$ cat src/rtl/pkg_idle_pkg.sv
`timescale 1ns/1ps
package pkg_idle_pkg;
  typedef enum logic [1:0] {
    CS_C0 = 2'b00,
    CS_C1 = 2'b01,
    CS_C3 = 2'b10,
    CS_C6 = 2'b11
  } cstate_e;

  typedef enum logic [2:0] {
    OP_HIGH        = 3'd0,
    OP_DROP_RATIO  = 3'd1,
    OP_DROP_VID    = 3'd2,
    OP_LOW         = 3'd3,
    OP_RAISE_VID   = 3'd4,
    OP_RAISE_RATIO = 3'd5
  } op_state_e;
endpackage

$ cat src/rtl/pkg_core_min.sv
`timescale 1ns/1ps
module pkg_core_min
  import pkg_idle_pkg::*;
#(
  parameter int NCORES = 4
) (
  input  logic [2*NCORES-1:0] core_states,
  output cstate_e             shallowest
);
  logic [1:0] chain [NCORES+1];

  assign chain[0] = 2'b11;

  for (genvar g = 0; g < NCORES; g++) begin : g_min
    logic [1:0] st;
    assign st         = core_states[2*g +: 2];
    assign chain[g+1] = (st < chain[g]) ? st : chain[g];
  end

  assign shallowest = cstate_e'(chain[NCORES]);
endmodule

$ cat src/rtl/pkg_depth_cap.sv
`timescale 1ns/1ps
module pkg_depth_cap
  import pkg_idle_pkg::*;
(
  input  cstate_e    shallowest,
  input  logic       plat_grant,
  input  logic [1:0] depth_limit,
  output cstate_e    target
);
  cstate_e cap;

  always_comb begin
    if (depth_limit[1])      cap = CS_C6;
    else if (depth_limit[0]) cap = CS_C3;
    else                     cap = CS_C1;
  end

  always_comb begin
    if (shallowest == CS_C0 || !plat_grant) target = CS_C0;
    else if (shallowest > cap)              target = cap;
    else                                    target = shallowest;
  end
endmodule

$ cat src/rtl/pkg_opp_seq.sv
`timescale 1ns/1ps
module pkg_opp_seq
  import pkg_idle_pkg::*;
#(
  parameter int              RATIO_W   = 6,
  parameter int              VID_W     = 8,
  parameter logic [RATIO_W-1:0] LOW_RATIO = 6'd8,
  parameter logic [VID_W-1:0]   LOW_VID   = 8'h20
) (
  input  logic               clk,
  input  logic               rst_n,
  input  logic               want_low,
  input  logic [RATIO_W-1:0] nom_ratio,
  input  logic [VID_W-1:0]   nom_vid,
  input  logic               ratio_ack,
  input  logic               vid_ack,
  output logic [RATIO_W-1:0] ratio_req,
  output logic [VID_W-1:0]   vid_req,
  output logic               busy,
  output logic               at_low
);
  op_state_e          state_q, state_d;
  logic [RATIO_W-1:0] ratio_q, ratio_d, saved_ratio_q;
  logic [VID_W-1:0]   vid_q, vid_d, saved_vid_q;
  logic               save_en;

  always_comb begin
    state_d = state_q;
    ratio_d = ratio_q;
    vid_d   = vid_q;
    save_en = 1'b0;
    case (state_q)
      OP_HIGH: begin
        if (want_low) begin
          state_d = OP_DROP_RATIO;
          ratio_d = LOW_RATIO;
          save_en = 1'b1;
        end else begin
          ratio_d = nom_ratio;
          vid_d   = nom_vid;
        end
      end
      OP_DROP_RATIO: begin
        if (ratio_ack) begin
          state_d = OP_DROP_VID;
          vid_d   = LOW_VID;
        end
      end
      OP_DROP_VID: begin
        if (vid_ack) state_d = OP_LOW;
      end
      OP_LOW: begin
        if (!want_low) begin
          state_d = OP_RAISE_VID;
          vid_d   = saved_vid_q;
        end
      end
      OP_RAISE_VID: begin
        if (vid_ack) begin
          state_d = OP_RAISE_RATIO;
          ratio_d = saved_ratio_q;
        end
      end
      OP_RAISE_RATIO: begin
        if (ratio_ack) state_d = OP_HIGH;
      end
      default: state_d = OP_HIGH;
    endcase
  end

  always_ff @(posedge clk or negedge rst_n) begin
    if (!rst_n) begin
      state_q <= OP_HIGH;
      ratio_q <= '0;
      vid_q   <= '0;
    end else begin
      state_q <= state_d;
      ratio_q <= ratio_d;
      vid_q   <= vid_d;
    end
  end

  always_ff @(posedge clk or negedge rst_n) begin
    if (!rst_n) begin
      saved_ratio_q <= '0;
      saved_vid_q   <= '0;
    end else if (save_en) begin
      saved_ratio_q <= ratio_q;
      saved_vid_q   <= vid_q;
    end
  end

  assign ratio_req = ratio_q;
  assign vid_req   = vid_q;
  assign at_low    = (state_q == OP_LOW);
  assign busy      = (state_q != OP_HIGH) && (state_q != OP_LOW);

  // the voltage step only follows a completed ratio step
  a_r5_vid_after_ratio: assert property (@(posedge clk) disable iff (!rst_n)
    (state_q == OP_DROP_RATIO && !ratio_ack) |=> (vid_q == $past(vid_q)));

  a_r5_low_point: assert property (@(posedge clk) disable iff (!rst_n)
    (state_q == OP_LOW) |-> (ratio_q == LOW_RATIO && vid_q == LOW_VID));

  // the ratio is raised only once the voltage is back at its saved value
  a_r6_ratio_after_vid: assert property (@(posedge clk) disable iff (!rst_n)
    (state_q == OP_RAISE_RATIO) |-> (vid_q == saved_vid_q));

  a_r6_hold_ratio: assert property (@(posedge clk) disable iff (!rst_n)
    (state_q == OP_RAISE_VID) |-> (ratio_q == LOW_RATIO));
endmodule

$ cat src/rtl/pkg_idle_resolver.sv
`timescale 1ns/1ps
module pkg_idle_resolver
  import pkg_idle_pkg::*;
#(
  parameter int                 NCORES    = 4,
  parameter int                 RATIO_W   = 6,
  parameter int                 VID_W     = 8,
  parameter logic [RATIO_W-1:0] LOW_RATIO = 6'd8,
  parameter logic [VID_W-1:0]   LOW_VID   = 8'h20
) (
  input  logic                  clk,
  input  logic                  rst_n,
  input  logic [2*NCORES-1:0]   core_states,
  input  logic                  plat_grant,
  input  logic [1:0]            depth_limit,
  input  logic                  c1e_en,
  input  logic [RATIO_W-1:0]    nom_ratio,
  input  logic [VID_W-1:0]      nom_vid,
  input  logic                  ratio_ack,
  input  logic                  vid_ack,
  output logic [1:0]            pkg_state,
  output logic [RATIO_W-1:0]    ratio_req,
  output logic [VID_W-1:0]      vid_req,
  output logic                  busy
);
  cstate_e shallowest, target, state_q, state_d;
  logic    want_low, at_low, commit;

  pkg_core_min #(.NCORES(NCORES)) u_min (
    .core_states (core_states),
    .shallowest  (shallowest)
  );

  pkg_depth_cap u_cap (
    .shallowest  (shallowest),
    .plat_grant  (plat_grant),
    .depth_limit (depth_limit),
    .target      (target)
  );

  assign want_low = (target == CS_C1) && c1e_en;

  pkg_opp_seq #(
    .RATIO_W   (RATIO_W),
    .VID_W     (VID_W),
    .LOW_RATIO (LOW_RATIO),
    .LOW_VID   (LOW_VID)
  ) u_seq (
    .clk       (clk),
    .rst_n     (rst_n),
    .want_low  (want_low),
    .nom_ratio (nom_ratio),
    .nom_vid   (nom_vid),
    .ratio_ack (ratio_ack),
    .vid_ack   (vid_ack),
    .ratio_req (ratio_req),
    .vid_req   (vid_req),
    .busy      (busy),
    .at_low    (at_low)
  );

  // commit only from an idle sequencer already at the right operating point
  assign commit  = !busy && (at_low == want_low);
  assign state_d = commit ? target : state_q;

  always_ff @(posedge clk or negedge rst_n) begin
    if (!rst_n) state_q <= CS_C0;
    else        state_q <= state_d;
  end

  assign pkg_state = state_q;

  // no state change while a step is pending
  a_r7_hold_while_busy: assert property (@(posedge clk) disable iff (!rst_n)
    busy |=> $stable(pkg_state));

  // platform veto forces C0 from the nominal point
  a_r2_veto_c0: assert property (@(posedge clk) disable iff (!rst_n)
    (!plat_grant && !busy && !at_low) |=> (pkg_state == CS_C0));

  // limit 00 never lets the package past C1
  a_r4_cap_c1: assert property (@(posedge clk) disable iff (!rst_n)
    (depth_limit == 2'b00 && !c1e_en && !busy && !at_low) |=> (pkg_state <= CS_C1));

  // without the enable the sequencer never leaves the nominal point
  a_r8_no_step: assert property (@(posedge clk) disable iff (!rst_n)
    (!c1e_en && !busy && !at_low) |=> !busy);
endmodule

$ cat config.mk
export PLATFORM = sky130hd
export DESIGN_NAME = pkg_idle_resolver
export DESIGN_NICKNAME = d
export VERILOG_FILES = /design/src/rtl/pkg_idle_pkg.sv /design/src/rtl/pkg_core_min.sv /design/src/rtl/pkg_depth_cap.sv /design/src/rtl/pkg_opp_seq.sv /design/src/rtl/pkg_idle_resolver.sv
export SDC_FILE = /design/constraint.sdc
export NUM_CORES = 1
export LEC_CHECK = 0
export BUFFER_PORTS_ARGS = -buffer_cell sky130_fd_sc_hd__buf_2
export CAP_MARGIN = 10
export CORE_MARGIN = 2
export CORE_UTILIZATION = 52
export CTS_CLUSTER_DIAMETER = 60
export CTS_CLUSTER_SIZE = 12
export DETAILED_ROUTE_END_ITERATION = 10
export MAX_ROUTING_LAYER = met4
export PLACE_DENSITY = 0.81
export SYNTH_ARGS = -nofsm -noshare
export SYNTH_HDL_FRONTEND = slang
export SYNTH_HIERARCHICAL = 1
export SYNTH_SLANG_ARGS = --single-unit
$ cat constraint.sdc
create_clock -name clk -period 1.9 [get_ports clk]
set_input_delay 0.095 -clock clk [delete_from_list [all_inputs] [get_ports clk]]
set_output_delay 0.095 -clock clk [all_outputs]
set_load 0.01 [all_outputs]
* After elaboration in Yosys (flattened, before gate mapping) *
Index checks and enable logic that the tools add are counted.

word-level totals
  flip-flop bits (word level) = 33
  input port bits = 30
  output and inout port bits = 17
  word-level logic and storage cells = 64

operators by class
  $lt $le $gt $ge = 5
  eq/ne operators = 15
  muxes and demuxes = 24
  reduce and logical (&&, ||, !) cells = 14

operators with widths
  cell                                                                     count
  8-bit two-way mux                                                        3
  8-bit one-hot mux with 3 select lines                                    1
  3-bit two-way mux                                                        6
  3-bit one-hot mux with 6 select lines                                    1
  2-bit two-way mux                                                        8
  6-bit two-way mux                                                        2
  2-bit inequality test, second input constant                             6
  6-bit one-hot mux with 2 select lines                                    1
  3-bit by 2-bit == test with 1-bit output, second input constant          2
  3-bit == test, second input constant                                     2
  2-bit < comparator                                                       3
  6-bit AND reduction                                                      1
  3-bit nonzero test                                                       2
  4-bit AND reduction                                                      1
  3-bit by 1-bit == test with 1-bit output, second input constant          1
  1-bit logical AND                                                        3
  3-bit zero test                                                          1
  3-bit by 2-bit inequality test with 1-bit output, second input constant  1
  2-bit by 1-bit == test with 1-bit output, second input constant          1
  2-bit greater-than comparator                                            1
  1-bit zero test                                                          2
  2-bit zero test                                                          1
  2-bit < comparator, second input constant                                1
  1-bit two-way mux                                                        2
  other kinds (5)                                                          5

* Longest topological paths before layout *
Gate-level depths: netlist of the first run.

  depth in word-level cells = 15
  gate-level depth with buffers = 18
  gate-level depth less buffers = 16

* Hierarchy *
The synthesis of the first run kept the hierarchy.

modules (own cells, without submodules)
  module             times used  cells an instance  area each (um2)  seq. area each (um2)
  pkg_opp_seq        1           137                1462.7           775.7
  pkg_core_min       1           18                 142.6            0.0
  pkg_idle_resolver  1           13                 121.4            50.0
  pkg_depth_cap      1           13                 110.1            0.0

* Least setup slack after synthesis of the first run *
OpenSTA, ideal clock, no wires.

  path type = input to register
  start point = in core_states[1]
  end point = reg u_seq.saved_ratio_q[0]
  library setup time = 125 ps
  data arrival time = 3252 ps
  required time = 1775 ps
  setup slack = -1477 ps
  cell stages on the path = 18
  buffers on the path = 2
  path through = clkbuf_1 ha_1 ha_1 ha_1 inv_1 o22ai_1 o22a_2 inv_1 ha_1 nand2b_4 and3_1 o221a_1 inv_1 nor2_1 nand2b_1 nor3_2 buf_2 mux2_2

on the way
  word-level cells in the longest chain between the ends = 15
  elaborated cells between the ends (all ways) = 17
  those cells by class = order compare: 5; eq/ne: 1; mux: 8; reduce/logical: 3

ends and longest elaborated chain
  element                                                line                                      source
  start: declaration                                     pkg_idle_resolver.sv:13                   input logic [2*NCORES-1:0] core_states,
  2-bit < comparator                                     pkg_core_min.sv:17                        assign chain[g+1] = (st < chain[g]) ? st : chain[g];
  2-bit two-way mux (*)                                  pkg_core_min.sv:17
  2-bit < comparator                                     pkg_core_min.sv:17
  2-bit two-way mux (*)                                  pkg_core_min.sv:17
  2-bit < comparator                                     pkg_core_min.sv:17
  2-bit two-way mux (*)                                  pkg_core_min.sv:17
  2-bit < comparator                                     pkg_core_min.sv:17
  2-bit two-way mux (*)                                  pkg_core_min.sv:17
  named net shallowest[0]                                pkg_idle_resolver.sv:26                   cstate_e shallowest, target, state_q, state_d;
  [1 not listed]                                         --
  2-bit two-way mux or 1-bit logical OR (tied branches)  pkg_depth_cap.sv:20, pkg_depth_cap.sv:19
  2-bit two-way mux (*)                                  pkg_depth_cap.sv:19                       if (shallowest == CS_C0 || !plat_grant) target = CS_C0;
  named net target[0]                                    pkg_idle_resolver.sv:26
  2-bit by 1-bit == test with 1-bit output (*)           pkg_idle_resolver.sv:41                   assign want_low = (target == CS_C1) && c1e_en;
  1-bit logical AND (*)                                  pkg_idle_resolver.sv:41
  named net want_low                                     pkg_idle_resolver.sv:27                   logic want_low, at_low, commit;
  1-bit two-way mux (*)                                  pkg_opp_seq.sv:34                         if (want_low) begin
  1-bit two-way mux (*)                                  pkg_opp_seq.sv:32                         case (state_q)
  end signal: assignment                                 pkg_opp_seq.sv:88                         saved_ratio_q <= ratio_q;
  end: declaration                                       pkg_opp_seq.sv:23                         logic [RATIO_W-1:0] ratio_q, ratio_d, saved_ratio_q;

The timed path passes the listed nets; every way through them passes the cells marked *.
A chain may end at the register's enable or synchronous reset.

* Worst setup path in the final report of the first run *
  start point = in core_states[1]
  end point = reg u_seq.vid_q[5], in the netlist u_seq/vid_req[5]

on the way
  word-level cells in the longest chain between the ends = 15
  elaborated cells between the ends (all ways) = 18
  those cells by class = order compare: 5; eq/ne: 3; mux: 6; reduce/logical: 4

ends and longest elaborated chain
  element                                                line                                      source
  2-bit < comparator                                     pkg_core_min.sv:17
  2-bit two-way mux (*)                                  pkg_core_min.sv:17
  2-bit < comparator                                     pkg_core_min.sv:17
  2-bit two-way mux (*)                                  pkg_core_min.sv:17
  2-bit < comparator                                     pkg_core_min.sv:17
  2-bit two-way mux (*)                                  pkg_core_min.sv:17
  2-bit < comparator                                     pkg_core_min.sv:17
  2-bit two-way mux (*)                                  pkg_core_min.sv:17
  named net shallowest[0]                                pkg_idle_resolver.sv:26
  [1 not listed]                                         --
  2-bit two-way mux or 1-bit logical OR (tied branches)  pkg_depth_cap.sv:20, pkg_depth_cap.sv:19
  2-bit two-way mux (*)                                  pkg_depth_cap.sv:19
  named net target[0]                                    pkg_idle_resolver.sv:26
  2-bit by 1-bit == test with 1-bit output (*)           pkg_idle_resolver.sv:41
  1-bit logical AND (*)                                  pkg_idle_resolver.sv:41
  named net want_low                                     pkg_idle_resolver.sv:27
  2-bit inequality test (no line)                        --
  4-bit AND reduction (no line) (*)                      --
  end signal: assignment                                 pkg_opp_seq.sv:79                         vid_q <= vid_d;
  end: declaration                                       pkg_opp_seq.sv:24                         logic [VID_W-1:0] vid_q, vid_d, saved_vid_q;

Marked as above.

==> flow_summary.json, run 1 <==
{
  "critPathMostFrequentCell": "sky130_fd_sc_hd__ha_4",
  "syn_area_um2": 1840,
  "h-tree-depth": 2,
  "critical_path_s_largest_stage_delay_ps": 420,
  "route.detailed.wl_per_inst_um": 16.3,
  "worstSetupPathDepth": 17,
  "synth.area.top_cells": "sky130_fd_sc_hd__dfrtp_1 (45%), sky130_fd_sc_hd__mux2_2 (8.6%), sky130_fd_sc_hd__ha_1 (6.1%)",
  "final_period_minus_worst_setup_slack_ps": 2610,
  "first_global_vias": 1714,
  "cp_cell_instances": "buf_8 > ha_4 > ha_4 > ha_4 > inv_2 > o22ai_2 > o22a_2 > inv_2 > ha_4 > nand2b_4 > and3_4 > o221a_4 > inv_4 > nor2_4 > or4_4 > and2_4 > a221o_1",
  "failing_checks": "setup timing",
  "synth_area_per_cell_um2": 10.1,
  "synth_seq_area_share": 0.450,
  "grt_first_pass_wirelength_mm": 8.17,
  "fp.dieArea_um2": 4020,
  "antennaDiodeCount": 0,
  "synthToLayoutAreaGrowth_pct": 46.0,
  "grt_start_max_net_pins": 34,
  "synth-warning-count": 6,
  "min_path_type": "input port to flip-flop",
  "synth_cell_type_count": 38,
  "dpl.hpwl_mm": 3.10,
  "worst_path_dominant_cell_family": "simple AND/OR/NAND/NOR gates",
  "crit_arrival_ps": 2830,
  "hold-worst-slack_ps": 12.5,
  "yosys.cell_count.top_type": "sky130_fd_sc_hd__dfrtp_1",
  "max_slew_margin": 0.485,
  "yosys.area.top_type_share": 0.450,
  "ctsLongestPathBuffers": 2,
  "worst_path_max_delay_cell": "sky130_fd_sc_hd__or4_4",
  "achievable-frequency_mhz": 383,
  "tritoncts_num_sinks": 33,
  "report.power.total_w": 0.00381,
  "drive_above_1_share": 0.535,
  "worst_slack_ps": -713,
  "drv_slew": 0,
  "yosys_most_used_dff": "sky130_fd_sc_hd__dfrtp_1",
  "ctsRootBufferMaster": "sky130_fd_sc_hd__clkbuf_4",
  "timing_worst_slew_pin_value_ps": 765,
  "floorplan.die.height_um": 63.4,
  "layout.nets": 294,
  "worstPathBufferInverterCount": 4,
  "vias": 1690,
  "cts-buffers-inserted": 5,
  "initial_core_util": 0.546,
  "reg2reg_depth": 3,
  "cts.reportedPaths.clkPinSlew_ps": 100,
  "status": "finished, violations left",
  "clock_latency_on_the_worst_skew_pair_ps": 330,
  "synth_enable_flop_cells": 0,
  "unrepaired_setup_endpoints_after_global_routing": "true",
  "power_density_nw_per_um2": 1420,
  "worst-setup-path-type": "input port to flip-flop",
  "globalRoute.totalOverflow": 0,
  "detailedRoute.firstPassIterationCount": 4,
  "cellLeakagePower_nw": 1.29,
  "die_width_um": 63.4,
  "timing.hold.worst_path_depth": 3,
  "layout.core_utilization": 0.798,
  "global_route.usage.total": 0.271,
  "drt_drc_violations_left": 0,
  "wp_data_required_ps": 2120,
  "port_buffers": 46,
  "max-cap-violations": 0,
  "placementRows": 21,
  "initialDrtViolationCount": 106,
  "drt-total-wl_mm": 4.90,
  "ys_async_sr_fraction": 1.00,
  "synth.ff_latch_count": 33,
  "coreArea_um2": 3360,
  "ys_top_cells_by_count": "sky130_fd_sc_hd__dfrtp_1 (33), sky130_fd_sc_hd__nor2_1 (20), sky130_fd_sc_hd__inv_1 (16)",
  "nature_of_the_critical_path_endpoint": "flip-flop",
  "setup_viol": 33,
  "gp_congestion": 0.747,
  "tritoncts": "yes",
  "timing.critical_path.fanout_max": 3,
  "fin_crit_sh": 1.38,
  "initial_antenna_violation_count": 0,
  "irDropWorstVdd_mv": 0.698,
  "postSynthCellCount": 181,
  "final_antenna_net_count": 0,
  "yosys.area.top_type": "sky130_fd_sc_hd__dfrtp_1",
  "viasPerCell": 5.63,
  "mappedNetlistNets": 220,
  "cp-start-kind": "input port",
  "finalClockSkew_ps": 13.0,
  "num_io_pins": 47,
  "timing.final.hold_violations": 0
}
-- final cells by class --
| type | count | area (um^2) |
|---|---|---|
| tap | 46 | 57.6 |
| timing repair buffer | 77 | 515 |
| inverter | 16 | 62.6 |
| fill | 222 | 681 |
| clock buffer | 5 | 37.5 |
| clock inverter | 1 | 5.00 |
| multi-input combinational | 122 | 1180 |
| sequential | 33 | 826 |
-- routing by layer --
| metal | wire length, um | GRT usage |
|---|---|---|
| met1 | 2100 | 0.334 |
| met2 | 2500 | 0.447 |
| met3 | 229 | 0.0446 |
| met4 | 62 | 0.103 |
| met5 | 0 | - |
-- per-stage QoR --
step                      cells  instance area, um^2  worst slack, ps  TNS (ps)
final                       300                 2680             -713    -19800
after global routing        300                 2680             -780    -22260
after CTS                   301                 2640             -759    -20870
after detailed placement    289                 2390            -1180    -33940
after global placement      289                 2390            -1090    -31250
after floorplan             181                 1950            -1160    -28700
-- power by group --
group / internal [W] / switching (W) / total (W)
Combinational: 0.00108 / 0.00104 / 0.00211
Sequential: 0.00105 / 0.000298 / 0.00135
Clock: 0.000128 / 0.000216 / 0.000344
-- state kept, by name (all words and copies together) (netlist names) --
register and flops:
u_seq/saved_vid_q 8, u_seq/state_q 3, u_seq/vid_req 8, pkg_state 2
u_seq/ratio_req 6, u_seq/saved_ratio_q 6
-- cell usage in the layout (no fill, tap or decap), drive strengths merged, types with 2 or more instances in the layout --
cell type / instances
ha: 9
a21o: 3
dfrtp: 33
mux2: 14
o21ai: 7
buf: 76
o31ai: 2
a21oi: 3
and2: 2
a211oi: 8
xnor2: 2
o22ai: 2
inv: 16
nand2b: 8
nand2: 11
clkbuf: 5
a221oi: 8
a221o: 2
nor3: 3
nor2: 20
a32oi: 5
-- kinds of logic after synthesis --
kind of cell,count (synthesis),share of synthesized area
compound gates,49,0.203
simple gates,48,0.134
flops,33,0.450
buf+inv,26,0.0565
mux,14,0.0858
fa+ha+maj,9,0.0613
xor+xnor,2,0.00954
-- worst paths after layout --
path                            slack (ps)                                 end                                from
worst min-delay path                    10      u_seq/ratio_req[1]$_DFFE_PN0P_                        nom_ratio[1]
worst min register to register         520  u_seq/saved_ratio_q[5]$_DFFE_PN0P_  u_seq/saved_ratio_q[5]$_DFFE_PN0P_
worst max-delay path                  -710        u_seq/vid_req[5]$_DFFE_PN0P_                      core_states[1]
worst max register to register         220        u_seq/vid_req[5]$_DFFE_PN0P_        u_seq/state_q[0]$_DFFE_PN0P_
min in group asynchronous              360      u_seq/ratio_req[4]$_DFFE_PN0P_                               rst_n
max in group asynchronous             1080      u_seq/ratio_req[3]$_DFFE_PN0P_                               rst_n
-- worst reg2reg max path, cell delays in order (launching register included) --
cell and delay (ps):
sky130_fd_sc_hd__dfrtp_1 530, sky130_fd_sc_hd__or4_4 590, sky130_fd_sc_hd__and2_4 170, sky130_fd_sc_hd__a221o_1 280
-- repair_timing --
item | CTS | global route
endpoints found under the setup margin | 33 | 33
hold endpoints to repair | 33 | 0
pin swaps | 27 | 10
buffers inserted | 4 | 2
hold buffers | 1 | 0
gates resized for setup | 32 | 16
gates cloned | 1 | 0
Note: power is estimated with default switching activity, not from simulation.
==> inputs of run 2 (changes only) <==
--- a/config.mk
+++ b/config.mk
@@ -9,11 +9,10 @@
 export CAP_MARGIN = 10
 export CORE_MARGIN = 2
 export CORE_UTILIZATION = 52
-export CTS_CLUSTER_DIAMETER = 60
 export CTS_CLUSTER_SIZE = 12
 export DETAILED_ROUTE_END_ITERATION = 10
 export MAX_ROUTING_LAYER = met4
-export PLACE_DENSITY = 0.81
+export PLACE_DENSITY_LB_ADDON = 0.05
 export SYNTH_ARGS = -nofsm -noshare
 export SYNTH_HDL_FRONTEND = slang
 export SYNTH_HIERARCHICAL = 1
==> flow_summary.json, run 2 (synthesis results as in run 1) <==
{
  "layout.cells.most_common_list": "sky130_fd_sc_hd__buf_2 (44), sky130_fd_sc_hd__dfrtp_1 (32), sky130_fd_sc_hd__buf_4 (16)",
  "wp_data_required_ps": 2130,
  "achievable-frequency_mhz": 384,
  "coreArea_um2": 3360,
  "drive_above_1_share": 0.514,
  "cellLeakagePower_nw": 1.28,
  "layout.nets": 289,
  "failing_checks": "setup timing",
  "min_path_type": "input port to flip-flop",
  "gp_congestion": 0.784,
  "detailedRoute.firstPassIterationCount": 5,
  "timing.critical_path.fanout_max": 4,
  "viasPerCell": 5.60,
  "grt_start_max_net_pins": 34,
  "tritoncts_num_sinks": 33,
  "finalClockSkew_ps": 4.60,
  "hold-worst-slack_ps": 16.8,
  "route.detailed.wl_per_inst_um": 15.7,
  "vias": 1662,
  "num_io_pins": 47,
  "dpl.hpwl_mm": 3.12,
  "fin_crit_sh": 1.37,
  "power_density_nw_per_um2": 1460,
  "initial_core_util": 0.546,
  "synthToLayoutAreaGrowth_pct": 45.2,
  "tritoncts": "yes",
  "first_global_vias": 1652,
  "globalRoute.totalOverflow": 0,
  "final.fill_count": 219,
  "status": "finished, violations left",
  "cts-buffers-inserted": 5,
  "worst_slack_ps": -703,
  "place_ws_ps": -1200,
  "irDropWorstVdd_mv": 0.921,
  "final_antenna_net_count": 0,
  "ctsLongestPathBuffers": 2,
  "fp.dieArea_um2": 4020,
  "grt_first_pass_wirelength_mm": 7.78,
  "drv_slew": 0,
  "port_buffers": 46,
  "mostFrequentLayoutCell": "sky130_fd_sc_hd__buf_2",
  "die_width_um": 63.4,
  "worst-setup-path-type": "input port to flip-flop",
  "initialDrtViolationCount": 95,
  "clock_latency_on_the_worst_skew_pair_ps": 340,
  "layout.core_utilization": 0.793,
  "timing_worst_slew_pin_value_ps": 819,
  "cts.reportedPaths.clkPinSlew_ps": 100,
  "ctsRootBufferMaster": "sky130_fd_sc_hd__clkbuf_4",
  "setup_viol": 33,
  "global_route.usage.total": 0.255,
  "antennaDiodeCount": 0,
  "drt-total-wl_mm": 4.66,
  "placementRows": 21,
  "crit_arrival_ps": 2830,
  "initial_antenna_violation_count": 0,
  "cp-start-kind": "input port",
  "max-cap-violations": 0,
  "nature_of_the_critical_path_endpoint": "flip-flop",
  "h-tree-depth": 2,
  "timing.final.hold_violations": 0,
  "unrepaired_setup_endpoints_after_global_routing": "true",
  "final_period_minus_worst_setup_slack_ps": 2600,
  "floorplan.die.height_um": 63.4,
  "max_slew_margin": 0.448,
  "drt_drc_violations_left": 0
}
[run 2: changes by cell type in the layout (fill, tap and decap cells not counted), sizes merged]
cell	delta
clkinv	-1
bufinv	+1
clkbuf	+2
buf	-6
dlygate4sd3	+1
[run 2: cell type report]
type                       count  area [um^2]  share of cell area
clock buffer                   7         55.1              0.0206
clock inverter                 1         30.0              0.0113
inverter                      16         62.6              0.0235
multi-input combinational    122         1160               0.434
sequential                    33          827               0.310
tap                           46         57.6              0.0216
timing repair buffer          72          477               0.179
[run 2: layer usage]
metal / GRT usage / wire length (um)
met5: - / 0
met4: 0.0761 / 27
met1: 0.322 / 1980
met3: 0.0464 / 236
met2: 0.418 / 2420
[run 2: critical path, stage by stage]
cell	delay (ps)
sky130_fd_sc_hd__buf_8	100
sky130_fd_sc_hd__ha_4	160
sky130_fd_sc_hd__ha_4	160
sky130_fd_sc_hd__ha_4	250
sky130_fd_sc_hd__inv_2	20
sky130_fd_sc_hd__o22ai_1	130
sky130_fd_sc_hd__o22a_2	170
sky130_fd_sc_hd__inv_2	40
sky130_fd_sc_hd__ha_4	260
sky130_fd_sc_hd__nand2b_4	50
sky130_fd_sc_hd__and3_4	170
sky130_fd_sc_hd__o221a_4	230
sky130_fd_sc_hd__inv_4	60
sky130_fd_sc_hd__nor2_4	50
sky130_fd_sc_hd__or4_4	430
sky130_fd_sc_hd__and2_4	150
sky130_fd_sc_hd__a221o_1	280
[run 2: power breakdown]
group | internal, W | switching, W | leakage [nW]
combinational | 0.00102 | 0.000968 | 0.832
clock | 0.000314 | 0.000242 | 0.0455
sequential | 0.00106 | 0.000298 | 0.398
total | 0.00239 | 0.00151 | 1.28
[run 2: final timing paths]
kind,slack [ps],startpoint,depth (start not counted),end
setup / recovery,-700,core_states[1],17,u_seq/vid_req[5]$_DFFE_PN0P_
hold / removal,20,nom_ratio[0],3,u_seq/ratio_req[0]$_DFFE_PN0P_
setup reg to reg,120,u_seq/state_q[0]$_DFFE_PN0P_,5,pkg_state[1]$_DFFE_PN0P_
hold reg to reg,520,u_seq/saved_ratio_q[1]$_DFFE_PN0P_,1,u_seq/saved_ratio_q[1]$_DFFE_PN0P_
max in group asynchronous,1070,rst_n,2,u_seq/state_q[1]$_DFFE_PN0P_
min in group asynchronous,330,rst_n,2,u_seq/ratio_req[3]$_DFFE_PN0P_
[run 2: per-stage QoR]
stage / total power, W / area (um^2) / setup TNS, ps / cells
after floorplan: 0.00241 / 1950 / -28700 / 181
after CTS: 0.00378 / 2600 / -19440 / 296
after detailed placement: 0.00305 / 2340 / -34780 / 282
after global routing: 0.00416 / 2670 / -20580 / 297
after global placement: 0.00296 / 2340 / -31750 / 282
final: 0.00389 / 2670 / -18220 / 297
[run 2: timing repair]
item                                   CTS  global route
resized for setup                       23            25
gates cloned                             1             0
endpoints found under the hold margin   34             0
setup endpoints to repair               33            34
buffers inserted                         3             3
pin swaps                               24             9
hold buffers                             2             0
